`config.mk`:
```
export PLATFORM = sky130hd
export DESIGN_NAME = gpib_dev_arbiter
export DESIGN_NICKNAME = d
export VERILOG_FILES = /design/src/rtl/gpib_arb_pkg.sv /design/src/rtl/gpib_dcl_latch.sv /design/src/rtl/gpib_spoll_track.sv /design/src/rtl/gpib_do_irq.sv /design/src/rtl/gpib_mode_fsm.sv /design/src/rtl/gpib_dev_arbiter.sv
export SDC_FILE = /design/constraint.sdc
export NUM_CORES = 1
export LEC_CHECK = 0
export BUFFER_PORTS_ARGS = -buffer_cell sky130_fd_sc_hd__buf_2
export CAP_MARGIN = 10
export CELL_PAD_IN_SITES_DETAIL_PLACEMENT = 0
export CELL_PAD_IN_SITES_GLOBAL_PLACEMENT = 1
export CORE_AREA = 2 2 39 41
export DETAILED_ROUTE_END_ITERATION = 12
export DIE_AREA = 0 0 41 43
export GPL_TIMING_DRIVEN = 1
export PLACE_DENSITY_LB_ADDON = 0.1
export SLEW_MARGIN = 0
export SYNTH_ARGS = -nofsm -noshare
export SYNTH_HDL_FRONTEND = slang
export SYNTH_SLANG_ARGS = --single-unit
```
`constraint.sdc`:
```
create_clock -name clk -period 2.8 [get_ports clk]
set_input_delay 0.56 -clock clk [delete_from_list [all_inputs] [get_ports clk]]
set_output_delay 0.56 -clock clk [all_outputs]
set_load 0.05 [all_outputs]
```
`src/rtl/gpib_arb_pkg.sv`:
```
package gpib_arb_pkg;

    typedef enum logic [2:0] {
        ST_IDLE   = 3'd0,
        ST_DCLR   = 3'd1,
        ST_SPOLL  = 3'd2,
        ST_TALK   = 3'd3,
        ST_LISTEN = 3'd4
    } arb_state_e;

    localparam int MODE_W = 5;

    localparam int MB_IDLE   = 0;
    localparam int MB_DCLR   = 1;
    localparam int MB_SPOLL  = 2;
    localparam int MB_TALK   = 3;
    localparam int MB_LISTEN = 4;

    function automatic logic [MODE_W-1:0] mode_bit(input int idx);
        logic [MODE_W-1:0] v;
        v = '0;
        v[idx] = 1'b1;
        return v;
    endfunction

endpackage

```
`src/rtl/gpib_dcl_latch.sv`:
```
module gpib_dcl_latch (
    input  logic clk,
    input  logic rst,
    input  logic dcl_i,
    input  logic dcl_ack_i,
    output logic dcl_live_o
);
    logic pend_q;

    // live this cycle: new pulse, or an older one not being acknowledged
    assign dcl_live_o = dcl_i | (pend_q & ~dcl_ack_i);

    always_ff @(posedge clk) begin
        if (rst) begin
            pend_q <= 1'b0;
        end else begin
            pend_q <= dcl_live_o;
        end
    end
endmodule

```
`src/rtl/gpib_spoll_track.sv`:
```
module gpib_spoll_track (
    input  logic clk,
    input  logic rst,
    input  logic stb_req_i,
    input  logic stb_wr_i,
    output logic sp_live_o
);
    logic served_q;

    // request counts only until the status byte has been written
    assign sp_live_o = stb_req_i & ~stb_wr_i & ~served_q;

    always_ff @(posedge clk) begin
        if (rst) begin
            served_q <= 1'b0;
        end else begin
            served_q <= stb_req_i & (served_q | stb_wr_i);
        end
    end
endmodule

```
`src/rtl/gpib_do_irq.sv`:
```
module gpib_do_irq (
    input  logic clk,
    input  logic rst,
    input  logic atn_n_i,
    input  logic ifc_i,
    input  logic enter_talk_i,
    output logic do_ie_o
);
    logic ie_q;

    always_ff @(posedge clk) begin
        if (rst) begin
            ie_q <= 1'b1;
        end else if (ifc_i || !atn_n_i) begin
            ie_q <= 1'b1;
        end else if (enter_talk_i) begin
            ie_q <= 1'b0;
        end
    end

    assign do_ie_o = ie_q;
endmodule

```
`src/rtl/gpib_mode_fsm.sv`:
```
module gpib_mode_fsm
    import gpib_arb_pkg::*;
(
    input  logic              clk,
    input  logic              rst,
    input  logic              ifc_i,
    input  logic              dcl_live_i,
    input  logic              sp_live_i,
    input  logic              tacs_i,
    input  logic              lacs_i,
    output logic              enter_talk_o,
    output logic [MODE_W-1:0] mode_o
);
    arb_state_e state_q, state_d;

    // prioritised task choice shared by every state
    function automatic arb_state_e pick(input logic ifc, input logic dcl,
                                        input logic sp, input logic tk,
                                        input logic ls);
        if (ifc)      return ST_IDLE;
        else if (dcl) return ST_DCLR;
        else if (sp)  return ST_SPOLL;
        else if (tk)  return ST_TALK;
        else if (ls)  return ST_LISTEN;
        else          return ST_IDLE;
    endfunction

    always_comb begin
        state_d = pick(ifc_i, dcl_live_i, sp_live_i, tacs_i, lacs_i);
        unique case (state_q)
            ST_IDLE:   ; // leaves on any qualified task
            ST_DCLR:   ; // held while the clear is live, acknowledge releases it
            ST_SPOLL:  ; // status-byte write releases it
            ST_TALK:   ; // ATN assertion removes tacs_i: back to idle (TADS)
            ST_LISTEN: ; // END does not appear here: listening continues
            default:   state_d = ST_IDLE;
        endcase
    end

    // state register
    always_ff @(posedge clk) begin
        if (rst) state_q <= ST_IDLE;
        else     state_q <= state_d;
    end

    assign enter_talk_o = (state_d == ST_TALK);

    // output decode
    always_comb begin
        unique case (state_q)
            ST_IDLE:   mode_o = mode_bit(MB_IDLE);
            ST_DCLR:   mode_o = mode_bit(MB_DCLR);
            ST_SPOLL:  mode_o = mode_bit(MB_SPOLL);
            ST_TALK:   mode_o = mode_bit(MB_TALK);
            ST_LISTEN: mode_o = mode_bit(MB_LISTEN);
            default:   mode_o = mode_bit(MB_IDLE);
        endcase
    end
endmodule

```
`src/rtl/gpib_dev_arbiter.sv`:
```
module gpib_dev_arbiter
    import gpib_arb_pkg::*;
(
    input  logic              clk,
    input  logic              rst,
    input  logic              tad_i,
    input  logic              lad_i,
    input  logic              atn_n_i,
    input  logic              ifc_i,
    input  logic              dcl_i,
    input  logic              dcl_ack_i,
    input  logic              stb_req_i,
    input  logic              stb_wr_i,
    input  logic              end_rx_i,
    output logic [MODE_W-1:0] mode_o,
    output logic              do_ie_o
);
    logic dcl_live, sp_live, tacs, lacs, enter_talk;

    // END only marks a message boundary, it never changes the task
    logic unused_end;
    assign unused_end = end_rx_i;

    gpib_dcl_latch u_dcl (
        .clk        (clk),
        .rst        (rst),
        .dcl_i      (dcl_i),
        .dcl_ack_i  (dcl_ack_i),
        .dcl_live_o (dcl_live)
    );

    gpib_spoll_track u_sp (
        .clk       (clk),
        .rst       (rst),
        .stb_req_i (stb_req_i),
        .stb_wr_i  (stb_wr_i),
        .sp_live_o (sp_live)
    );

    // genuine TACS: addressed talker, ATN released, not serially polled
    assign tacs = tad_i & atn_n_i & ~sp_live;
    // listener active while the talker side rests in TIDS
    assign lacs = lad_i & ~tad_i;

    gpib_mode_fsm u_fsm (
        .clk          (clk),
        .rst          (rst),
        .ifc_i        (ifc_i),
        .dcl_live_i   (dcl_live),
        .sp_live_i    (sp_live),
        .tacs_i       (tacs),
        .lacs_i       (lacs),
        .enter_talk_o (enter_talk),
        .mode_o       (mode_o)
    );

    gpib_do_irq u_irq (
        .clk          (clk),
        .rst          (rst),
        .atn_n_i      (atn_n_i),
        .ifc_i        (ifc_i),
        .enter_talk_i (enter_talk),
        .do_ie_o      (do_ie_o)
    );
endmodule

```
==> flow_metrics.tcl, run 1 <==
set metrics [dict create \
    run_status "complete, no violations" \
    critPathCapture "mode_o[0]" \
    place.detailed.instances 61 \
    grt_antenna_before_repair 0 \
    yosys_warnings 0 \
    clk_root_buffer_cell "sky130_fd_sc_hd__clkbuf_4" \
    synth.cell_area_um2 273 \
    yosys.cell_count.top_type "sky130_fd_sc_hd__dfxtp_1" \
    worst_path_cell_trace "nor2_1, xor2_1, buf_2" \
    final_hold_viol_count 0 \
    async_reset_ff_frac 0 \
    timing.rr.start "u_fsm.state_q[0]$_SDFF_PP0_" \
    rsz0062_at_grt "false" \
    ioPinCount 17 \
    cts_repair_resized_insts 0 \
    crit_buf_inv 1 \
    timing.critical_path.fanout_max 5 \
    min_path_type "flop to flop" \
    cp_data_arrival_time_ps 1170 \
    clock.fmax_mhz 579 \
    chipWidth_um 41 \
    final_min_period_over_clock_period 0.617 \
    synth_top_area_share 0.440 \
    leakage_power_summed_over_all_cells_nw 0.177 \
    synth_seq_area_share 0.440 \
    vias_per_cell 4.11 \
    drt-wirelength-per-cell_um 9.52 \
    r2r_setup_slack_ps 1740 \
    drt_first_iter_violations 7 \
    final.setup_skew_ps 1.29 \
    worstSetupPathType "flop to output port" \
    clock_path_buffers 2 \
    detail_route.first_pass.iterations 4 \
    layout-drive-gt1-share 0.417 \
    synth.net_count 41 \
    layoutNonFillerInstCount 64 \
    number_of_cts_inserted_buffers 3 \
    grt_pass1_wl_um 1010 \
    grt.total_usage 0.0885 \
    cp_num_cells 3 \
    syn-instance-count 30 \
    route.vias.total 263 \
    critical_path.startpoint_type "flop" \
    holdBufCountCts 0 \
    core-area_mm2 0.00138 \
    synth-seq-cells 6 \
    start_util 0.197 \
    critical-path-top-delay-family "flip-flops" \
    gp_congestion 0.649 \
    worst_max_slew_margin_expressed_relative_to_the_limit 0.834 \
    cts_tree "done" \
    clock-sinks 6 \
    drv_slew 0 \
    floorplan.die.height_um 43 \
    h_tree_levels 1 \
    synth_flop_cell "sky130_fd_sc_hd__dfxtp_1" \
    worstSkewPairLatency_ps 240 \
    fin_nets 61 \
    end_kind "output port" \
    reg2reg_to "u_irq.do_ie_o$_SDFFE_PP1N_" \
    first_global_vias 255 \
    period_minus_slack_ps 1730 \
    critical_path.slowest_cell "sky130_fd_sc_hd__dfxtp_1" \
    dpl_cell_area_um2 368 \
    tns_ps 0 \
    postRouteAntennaNets 0 \
    antennaDiodeCount 0 \
    grt_start_max_net_pins 7 \
    dp_hpwl_um 488 \
    num_rows 14 \
    cp-startpoint "u_fsm.state_q[0]$_SDFF_PP0_" \
    netlist_top_cells_area "sky130_fd_sc_hd__dfxtp_1 44%, sky130_fd_sc_hd__nor3b_1 8.3%, sky130_fd_sc_hd__nor2_1 6.9%, sky130_fd_sc_hd__nand3b_1 5.5%, sky130_fd_sc_hd__or3b_4 4.1%" \
    die_area_mm2 0.00176 \
    synth_commonest_cells "6 x sky130_fd_sc_hd__dfxtp_1, 5 x sky130_fd_sc_hd__nor2_1, 3 x sky130_fd_sc_hd__nor3b_1" \
    critical_path_required_ps 2240 \
    reg2reg_depth 3 \
    power_per_cell_area_mw_per_mm2 527 \
    timing.critical_path.slowest_cell_delay_ps 330 \
    clk_transition_reported_paths_ps 50 \
    layout.cell_area.non_filler_um2 390 \
    grt.overflow.total 0 \
    tightest_slew_ps 251 \
    number_of_max_cap_violations 0 \
    count_of_buffers_added_by_post_cts_timing_repair_for_setup 0 \
    synth_cell_types 16 \
    worst_ir_drop_vdd_uv 284 \
    synth_top_cell_by_area "sky130_fd_sc_hd__dfxtp_1" \
    number_of_enable_flip_flop_cells_after_synthesis 0 \
    port_buf_inserts 15 \
    postRouteWirelength_um 609 \
    finalSetupViolCount 0 \
    post_synth.cell_area_avg_um2 9.09 \
    synthToLayoutAreaGrowth_pct 43.1 \
    total_drc_errors_in_the_routed_layout 0 \
]
## worst register-to-register path: stages, from the launching register on
cell	delay [ps]
sky130_fd_sc_hd__dfxtp_1	330
sky130_fd_sc_hd__o21ai_1	190
sky130_fd_sc_hd__nand4b_1	200
sky130_fd_sc_hd__o21a_1	230
## state kept, by name, indices dropped and copies added (netlist names)
register / flops
u_dcl.pend_q: 1
u_sp.served_q: 1
u_irq.do_ie_o: 1
u_fsm.state_q: 3
## how the worst min path moves through the flow
| stage | from | to | slack (ps) | cells past startpoint |
|---|---|---|---|---|
| floorplan | u_sp.served_q$_SDFF_PP0_ | u_sp.served_q$_SDFF_PP0_ | 460 | 2 |
| global route | rst | u_dcl.pend_q$_SDFF_PP0_ | 500 | 2 |
| CTS | u_sp.served_q$_SDFF_PP0_ | u_sp.served_q$_SDFF_PP0_ | 480 | 2 |
| global placement | u_sp.served_q$_SDFF_PP0_ | u_sp.served_q$_SDFF_PP0_ | 470 | 2 |
| finish | u_sp.served_q$_SDFF_PP0_ | u_sp.served_q$_SDFF_PP0_ | 480 | 2 |
| detailed placement | u_sp.served_q$_SDFF_PP0_ | u_sp.served_q$_SDFF_PP0_ | 480 | 2 |
## cell usage in the layout, fill, tap and decap left out
| cell | netlist | layout |
|---|---|---|
| sky130_fd_sc_hd__a21oi_1 | 2 | 2 |
| sky130_fd_sc_hd__nor3b_1 | 3 | 3 |
| sky130_fd_sc_hd__nand3_2 | 1 | 1 |
| sky130_fd_sc_hd__o21ai_1 | 1 | 1 |
| sky130_fd_sc_hd__nor2_1 | 5 | 5 |
| sky130_fd_sc_hd__nand2_1 | 2 | 2 |
| sky130_fd_sc_hd__or3b_4 | 1 | 1 |
| sky130_fd_sc_hd__xor2_1 | 1 | 1 |
| sky130_fd_sc_hd__o21a_1 | 1 | 1 |
| sky130_fd_sc_hd__nand3b_1 | 2 | 2 |
| sky130_fd_sc_hd__buf_2 | 0 | 15 |
| sky130_fd_sc_hd__nor2b_1 | 1 | 1 |
| sky130_fd_sc_hd__clkbuf_4 | 0 | 3 |
| sky130_fd_sc_hd__and2_1 | 1 | 1 |
| sky130_fd_sc_hd__nand4b_1 | 1 | 1 |
| sky130_fd_sc_hd__and3b_1 | 1 | 1 |
| sky130_fd_sc_hd__dfxtp_1 | 6 | 6 |
| sky130_fd_sc_hd__nand2b_1 | 1 | 1 |
## metrics by stage
step	hold WS [ps]	worst slack [ps]	util	total power, mW
after floorplan	458	715	-	0.114
final	481	1070	0.282	0.206
after detailed placement	478	1330	0.266	0.126
after global placement	466	1360	0.266	0.126
after global routing	505	967	0.282	0.219
after CTS	484	1060	0.282	0.210
## where the power goes
group	switching [mW]	total, mW	internal, mW	leakage (nW)
clock network	0.0323	0.0809	0.0486	0.0138
registers	0.00213	0.0910	0.0889	0.0492
logic	0.0206	0.0336	0.0130	0.114
## final cells by class
class                   instances  area (µm²)
fillers                       155         993
multi-input cells              24         153
well taps                      16        20.0
clock buffers                   3        22.5
flip-flops and latches          6         120
repair buffers                 15        75.1
## routing by layer
metal | track usage | wire length, µm | up-vias
met2 | 0.0969 | 252 | 11
met5 | 0 | 0 | -
met4 | 0.0400 | 4 | 0
met3 | 0.0681 | 55 | 2
li1 | - | - | 140
met1 | 0.123 | 297 | 110
## logic make-up after synthesis
kind of cell | Yosys count | synth area share
simple gates | 19 | 0.445
flops | 6 | 0.440
compound gates | 4 | 0.0826
xor+xnor | 1 | 0.0321
Note: power is estimated with default switching activity, not from simulation.
==> inputs of run 2 (changes only) <==
ABC_AREA = 1   (was unset)
CORE_AREA = unset   (was 2 2 39 41)
CORE_MARGIN = 2   (was unset)
CORE_UTILIZATION = 23   (was unset)
DIE_AREA = unset   (was 0 0 41 43)
clock period = 1.45 ns   (was 2.8 ns; I/O delays follow)
==> run 2 against run 1 <==
Effect of this change:
- critical path depth increased by 1
- largest cell class unchanged
- combinational power rose by 140%
- largest power group unchanged
- final area increased by 22%
- synthesized cell count up 53%
- critical path type unchanged
- area after synthesis rose by 14%
==> flow_metrics.tcl, run 2 <==
set metrics [dict create \
    synth_commonest_cells "10 x sky130_fd_sc_hd__nor2_1, 9 x sky130_fd_sc_hd__nand2_1, 6 x sky130_fd_sc_hd__dfxtp_1, 6 x sky130_fd_sc_hd__inv_1" \
    switching_fraction_of_total_power 0.279 \
    grt_pass1_wl_um 1100 \
    tightest_slew_ps 247 \
    critical_path.startpoint_type "flop" \
    start_util 0.241 \
    worstSetupPathType "flop to output port" \
    leakage_power_summed_over_all_cells_nw 0.226 \
    reg2reg_to "u_irq.do_ie_o$_SDFFE_PP1N_" \
    place_ws_ps 158 \
    final_hold_viol_count 0 \
    grt_start_max_net_pins 7 \
    floorplan.die.height_um 40.7 \
    place.detailed.instances 76 \
    timing.critical_path.slowest_cell_delay_ps 360 \
    critical-path-top-delay-family "flip-flops" \
    worst_ir_drop_vdd_uv 289 \
    reg2reg_depth 6 \
    cts_tree "done" \
    h_tree_levels 1 \
    finalCoreUtilization 0.371 \
    period_minus_slack_ps 1400 \
    max_flop_register "u_fsm.state_q" \
    layout.cells.most_common_list "10 x sky130_fd_sc_hd__nor2_1, 10 x sky130_fd_sc_hd__buf_2, 9 x sky130_fd_sc_hd__nand2_1, 5 x sky130_fd_sc_hd__inv_1, 4 x sky130_fd_sc_hd__nor2_2" \
    worst_max_slew_margin_expressed_relative_to_the_limit 0.837 \
    run_status "complete, no violations" \
    finalSetupViolCount 0 \
    route.vias.total 325 \
    number_of_enable_flip_flop_cells_after_synthesis 0 \
    synth.net_count 57 \
    fin_total_pwr_mw 0.409 \
    drv_slew 0 \
    seq_power_share 0.430 \
    crit_buf_inv 2 \
    yosys_warnings 0 \
    core-area_mm2 0.00128 \
    die_area_mm2 0.00166 \
    clock_path_buffers 2 \
    finalHoldWorstSlack_ps 255 \
    timing.final.ws_setup_ps 49.8 \
    min_to "u_fsm.state_q[2]$_SDFF_PP0_" \
    vias_per_cell 4.11 \
    num_rows 13 \
    final_min_period_over_clock_period 0.966 \
    timing.rr.start "u_fsm.state_q[0]$_SDFF_PP0_" \
    timing.critical_path.fanout_max 5 \
    critical_path_required_ps 1160 \
    drt-wirelength-per-cell_um 8.44 \
    critical_path.slowest_cell "sky130_fd_sc_hd__dfxtp_4" \
    synth_flop_cell "sky130_fd_sc_hd__dfxtp_1" \
    dpl_cell_area_um2 419 \
    final.setup_skew_ps 2.18 \
    clock_power_share 0.370 \
    largest_reg_flops 3 \
    grt.overflow.total 0 \
    worstSkewPairLatency_ps 240 \
    synth-seq-cells 6 \
    layoutNonFillerInstCount 79 \
    power.combinational.fraction 0.199 \
    rsz0062_at_grt "false" \
    synth.cell_area_um2 310 \
    cp_data_arrival_time_ps 1110 \
    layout-drive-gt1-share 0.500 \
    clock-sinks 6 \
    grt.total_usage 0.106 \
    async_reset_ff_frac 0 \
    clk_root_buffer_cell "sky130_fd_sc_hd__clkbuf_4" \
    dp_hpwl_um 537 \
    count_of_buffers_added_by_post_cts_timing_repair_for_setup 0 \
    tns_ps 0 \
    clk_transition_reported_paths_ps 40 \
    postRouteWirelength_um 667 \
    synth_top_cell_by_area "sky130_fd_sc_hd__dfxtp_1" \
    clock.fmax_mhz 714 \
    layout.cell_area.non_filler_um2 477 \
    p_int_mw 0.295 \
    synth_cell_types 13 \
    chipWidth_um 40.7 \
    yosys.cell_count.top_type "sky130_fd_sc_hd__nor2_1" \
    port_buf_inserts 15 \
    fillCellCount 140 \
    first_global_vias 302 \
    postRouteAntennaNets 0 \
    syn-instance-count 46 \
    ioPinCount 17 \
    antennaDiodeCount 0 \
    worst_path_cell_trace "inv_2, nor2_1, a211oi_2, buf_6" \
    netlist_top_cells_area "sky130_fd_sc_hd__dfxtp_1 39%, sky130_fd_sc_hd__nor2_1 12%, sky130_fd_sc_hd__nand2_1 11%, sky130_fd_sc_hd__nor2_2 8.1%, sky130_fd_sc_hd__inv_1 7.3%" \
    grt_antenna_before_repair 0 \
    end_kind "output port" \
    detail_route.first_pass.iterations 4 \
    power_per_cell_area_mw_per_mm2 857 \
    min_from "rst" \
    r2r_setup_slack_ps 540 \
    power.net_switching_mw 0.114 \
    holdBufCountCts 0 \
    gp_congestion 0.682 \
    drt_first_iter_violations 4 \
    number_of_max_cap_violations 0 \
    min_path_type "input port to flop" \
    worstHoldPathCells 2 \
    post_synth.cell_area_avg_um2 6.75 \
    total_drc_errors_in_the_routed_layout 0 \
    number_of_cts_inserted_buffers 3 \
    synthToLayoutAreaGrowth_pct 53.6 \
    synth_seq_area_share 0.387 \
    synth_top_area_share 0.387 \
    fin_nets 77 \
]
==> run 2: final cells by class <==
type | instances | area, µm² | area share
multi-input combinational | 33 | 185 | 0.388
sequential | 6 | 129 | 0.270
timing repair buffer | 15 | 95.1 | 0.199
inverter | 7 | 26.3 | 0.0551
tap | 15 | 18.8 | 0.0394
clock buffer | 3 | 22.5 | 0.0472
==> run 2: worst max path at each step <==
stage	start	cells after the start	slack, ps	to
2_1_floorplan	u_fsm.state_q[1]$_SDFF_PP0_	2	-370	mode_o[2]
3_3_place_gp	u_fsm.state_q[2]$_SDFF_PP0_	3	140	mode_o[0]
3_5_place_dp	u_fsm.state_q[2]$_SDFF_PP0_	3	160	mode_o[0]
4_1_cts	u_fsm.state_q[0]$_SDFF_PP0_	4	-20	mode_o[0]
5_1_grt	u_fsm.state_q[0]$_SDFF_PP0_	4	2	mode_o[0]
6_report	u_fsm.state_q[0]$_SDFF_PP0_	4	50	mode_o[0]
==> run 2: worst register-to-register path, stage by stage, from the launching register on <==
cell	delay [ps]
sky130_fd_sc_hd__dfxtp_4	360
sky130_fd_sc_hd__nor2_2	110
sky130_fd_sc_hd__nor2_2	50
sky130_fd_sc_hd__nor2_2	110
sky130_fd_sc_hd__nand3_2	70
sky130_fd_sc_hd__nand2_1	60
sky130_fd_sc_hd__nand2_1	40
==> run 2: power groups by stage <==
stage / Clock, mW / Combinational, mW / Sequential (mW)
floorplan: 0 / 0.0517 / 0.179
global placement: 0 / 0.0772 / 0.180
detailed placement: 0 / 0.0761 / 0.180
CTS: 0.163 / 0.0814 / 0.177
global route: 0.178 / 0.0897 / 0.176
finish: 0.151 / 0.0815 / 0.176
==> run 2: routing by layer <==
metal  global-route usage  up-vias  part of all wire
li1                     -      180                 -
met1               0.0951      129              0.43
met2                0.187       14              0.48
met3               0.0326        2             0.076
met4                0.100        0            0.0090
met5                    0        -                 0
==> run 2: cells by family after synthesis <==
| kind of cell | count (synthesis) | synth area share |
|---|---|---|
| AOI/OAI and AO/OA | 2 | 0.0403 |
| buffers and inverters | 7 | 0.0847 |
| DFF | 6 | 0.387 |
| and+or+nand+nor | 31 | 0.488 |
==> run 2: timing repair <==
action	in CTS	in global routing
gates resized for setup	7	7
setup endpoints to repair	5	5
hold endpoints to repair	0	0
==> inputs of run 3 (changes only) <==
==> constraint.sdc (replaced) <==
create_clock -name clk -period 1.45 [get_ports clk]
set_input_delay 0.29 -clock clk [delete_from_list [all_inputs] [get_ports clk]]
set_output_delay 0.29 -clock clk [all_outputs]
set_load 0.005 [all_outputs]
==> run 3 against run 2 <==
Effect of this change:
- die area unchanged
- sequential share of layout area increased by 1.3 points
- clock power increased by 3%
- critical endpoint unchanged
- largest cell class unchanged
==> flow_metrics.tcl, run 3 (same netlist as run 2, synthesis figures left out) <==
set metrics [dict create \
    detail_route.first_pass.iterations 3 \
    timing.critical_path.fanout_max 6 \
    drt_first_iter_violations 5 \
    final.setup_skew_ps 6.43 \
    finalSetupViolCount 0 \
    grt.total_usage 0.101 \
    fillCellCount 147 \
    clock.fmax_mhz 754 \
    worstSkewPairLatency_ps 250 \
    fin_total_pwr_mw 0.387 \
    layout.cells.most_common_list "15 x sky130_fd_sc_hd__buf_2, 10 x sky130_fd_sc_hd__nor2_1, 9 x sky130_fd_sc_hd__nand2_1, 6 x sky130_fd_sc_hd__inv_1, 5 x sky130_fd_sc_hd__dfxtp_1" \
    final_min_period_over_clock_period 0.915 \
    max_flop_register "u_fsm.state_q" \
    grt.overflow.total 0 \
    drt-wirelength-per-cell_um 7.66 \
    route.vias.total 311 \
    ioPinCount 17 \
    gp_congestion 0.678 \
    die_area_mm2 0.00166 \
    count_of_buffers_added_by_post_cts_timing_repair_for_setup 0 \
    period_minus_slack_ps 1330 \
    cp_data_arrival_time_ps 1040 \
    first_global_vias 289 \
    critical_path_required_ps 1160 \
    total_drc_errors_in_the_routed_layout 0 \
    power_per_cell_area_mw_per_mm2 904 \
    number_of_max_cap_violations 0 \
    cts_tree "done" \
    grt_start_max_net_pins 7 \
    num_rows 13 \
    fin_nets 77 \
    worstSetupPathType "flop to output port" \
    dpl_cell_area_um2 404 \
    port_buf_inserts 15 \
    chipWidth_um 40.7 \
    clock-sinks 6 \
    final_common_cell "sky130_fd_sc_hd__buf_2" \
    largest_reg_flops 3 \
    clk_root_buffer_cell "sky130_fd_sc_hd__clkbuf_4" \
    h_tree_levels 1 \
    dp_hpwl_um 522 \
    layout-drive-gt1-share 0.406 \
    vias_per_cell 3.94 \
    grt_pass1_wl_um 1020 \
    critical_path.slowest_cell "sky130_fd_sc_hd__dfxtp_2" \
    critical_path.startpoint_type "flop" \
    leakage_power_summed_over_all_cells_nw 0.220 \
    worst_max_slew_margin_expressed_relative_to_the_limit 0.854 \
    postRouteWirelength_um 605 \
    min_path_type "input port to flop" \
    clock_path_buffers 2 \
    start_util 0.241 \
    grt_antenna_before_repair 0 \
    postRouteAntennaNets 0 \
    tightest_slew_ps 217 \
    antennaDiodeCount 0 \
    drv_slew 0 \
    final_hold_viol_count 0 \
    run_status "complete, no violations" \
    finalHoldWorstSlack_ps 239 \
    tns_ps 0 \
    worst_path_cell_trace "inv_2, nor3_1, a211oi_1, buf_2" \
    floorplan.die.height_um 40.7 \
    timing.critical_path.slowest_cell_delay_ps 370 \
    clk_transition_reported_paths_ps 50 \
    number_of_cts_inserted_buffers 3 \
    rsz0062_at_grt "false" \
    synthToLayoutAreaGrowth_pct 37.9 \
    end_kind "output port" \
    core-area_mm2 0.00128 \
    layout.cell_area.non_filler_um2 428 \
    worst_ir_drop_vdd_uv 344 \
]
## run 3: cell types whose count changed in the layout (fill, tap and decap cells not counted)
cell and change:
sky130_fd_sc_hd__a211oi_1 +1, sky130_fd_sc_hd__nor3_1 +2, sky130_fd_sc_hd__inv_2 -1, sky130_fd_sc_hd__a211oi_2 -1
sky130_fd_sc_hd__dfxtp_1 +2, sky130_fd_sc_hd__dfxtp_4 -2, sky130_fd_sc_hd__nor3_2 -1, sky130_fd_sc_hd__nor3_4 -1
sky130_fd_sc_hd__buf_2 +5, sky130_fd_sc_hd__inv_1 +1, sky130_fd_sc_hd__buf_4 -3, sky130_fd_sc_hd__buf_6 -2
## run 3: power by group
group          switching [mW]  total (mW)  leakage, nW  internal, mW
Sequential            0.00437       0.176       0.0497         0.171
Combinational          0.0292      0.0551        0.156        0.0259
Clock                  0.0620       0.156       0.0138        0.0938
## run 3: what timing repair did
action                                  4_1_cts  5_1_grt
hold buffers                                  0        0
endpoints found under the setup margin        0        1
gates resized for setup                       0        1
## run 3: area by class of cell
class	count	area, µm²	area share
Sequential cell	6	121	0.284
Timing Repair Buffer	15	75.1	0.175
Clock buffer	3	22.5	0.0526
Tap cell	15	18.8	0.0439
Inverter	7	26.3	0.0614
Multi-Input combinational cell	33	164	0.383
## run 3: routing by layer
metal / track usage / wire, µm
met1: 0.0951 / 276
met2: 0.167 / 273
met3: 0.0163 / 47
met4: 0.125 / 8
met5: 0 / 0
## run 3: per-stage QoR
stage                     utilization  worst slack, ps  instances
final                           0.333              123         79
after global routing            0.333             31.9         79
after CTS                       0.332             47.6         79
after detailed placement        0.315              321         76
after global placement          0.315              306         76
after floorplan                     -              411         46
## run 3: worst paths after layout
kind	from	endpoint	slack, ps	depth (start not counted)
max	u_fsm.state_q[2]$_SDFF_PP0_	mode_o[0]	120	4
min	rst	u_fsm.state_q[2]$_SDFF_PP0_	240	2
min reg2reg	u_irq.do_ie_o$_SDFFE_PP1N_	u_irq.do_ie_o$_SDFFE_PP1N_	430	2
max reg2reg	u_fsm.state_q[0]$_SDFF_PP0_	u_irq.do_ie_o$_SDFFE_PP1N_	550	6
## run 3: worst max-delay path, delay by kind of cell (launching register included)
family	cells	cell delay [ps]
AO/OA/AOI/OAI	1	60
buffers and inverters	2	180
flip-flops	1	370
AND/OR/NAND/NOR	1	180
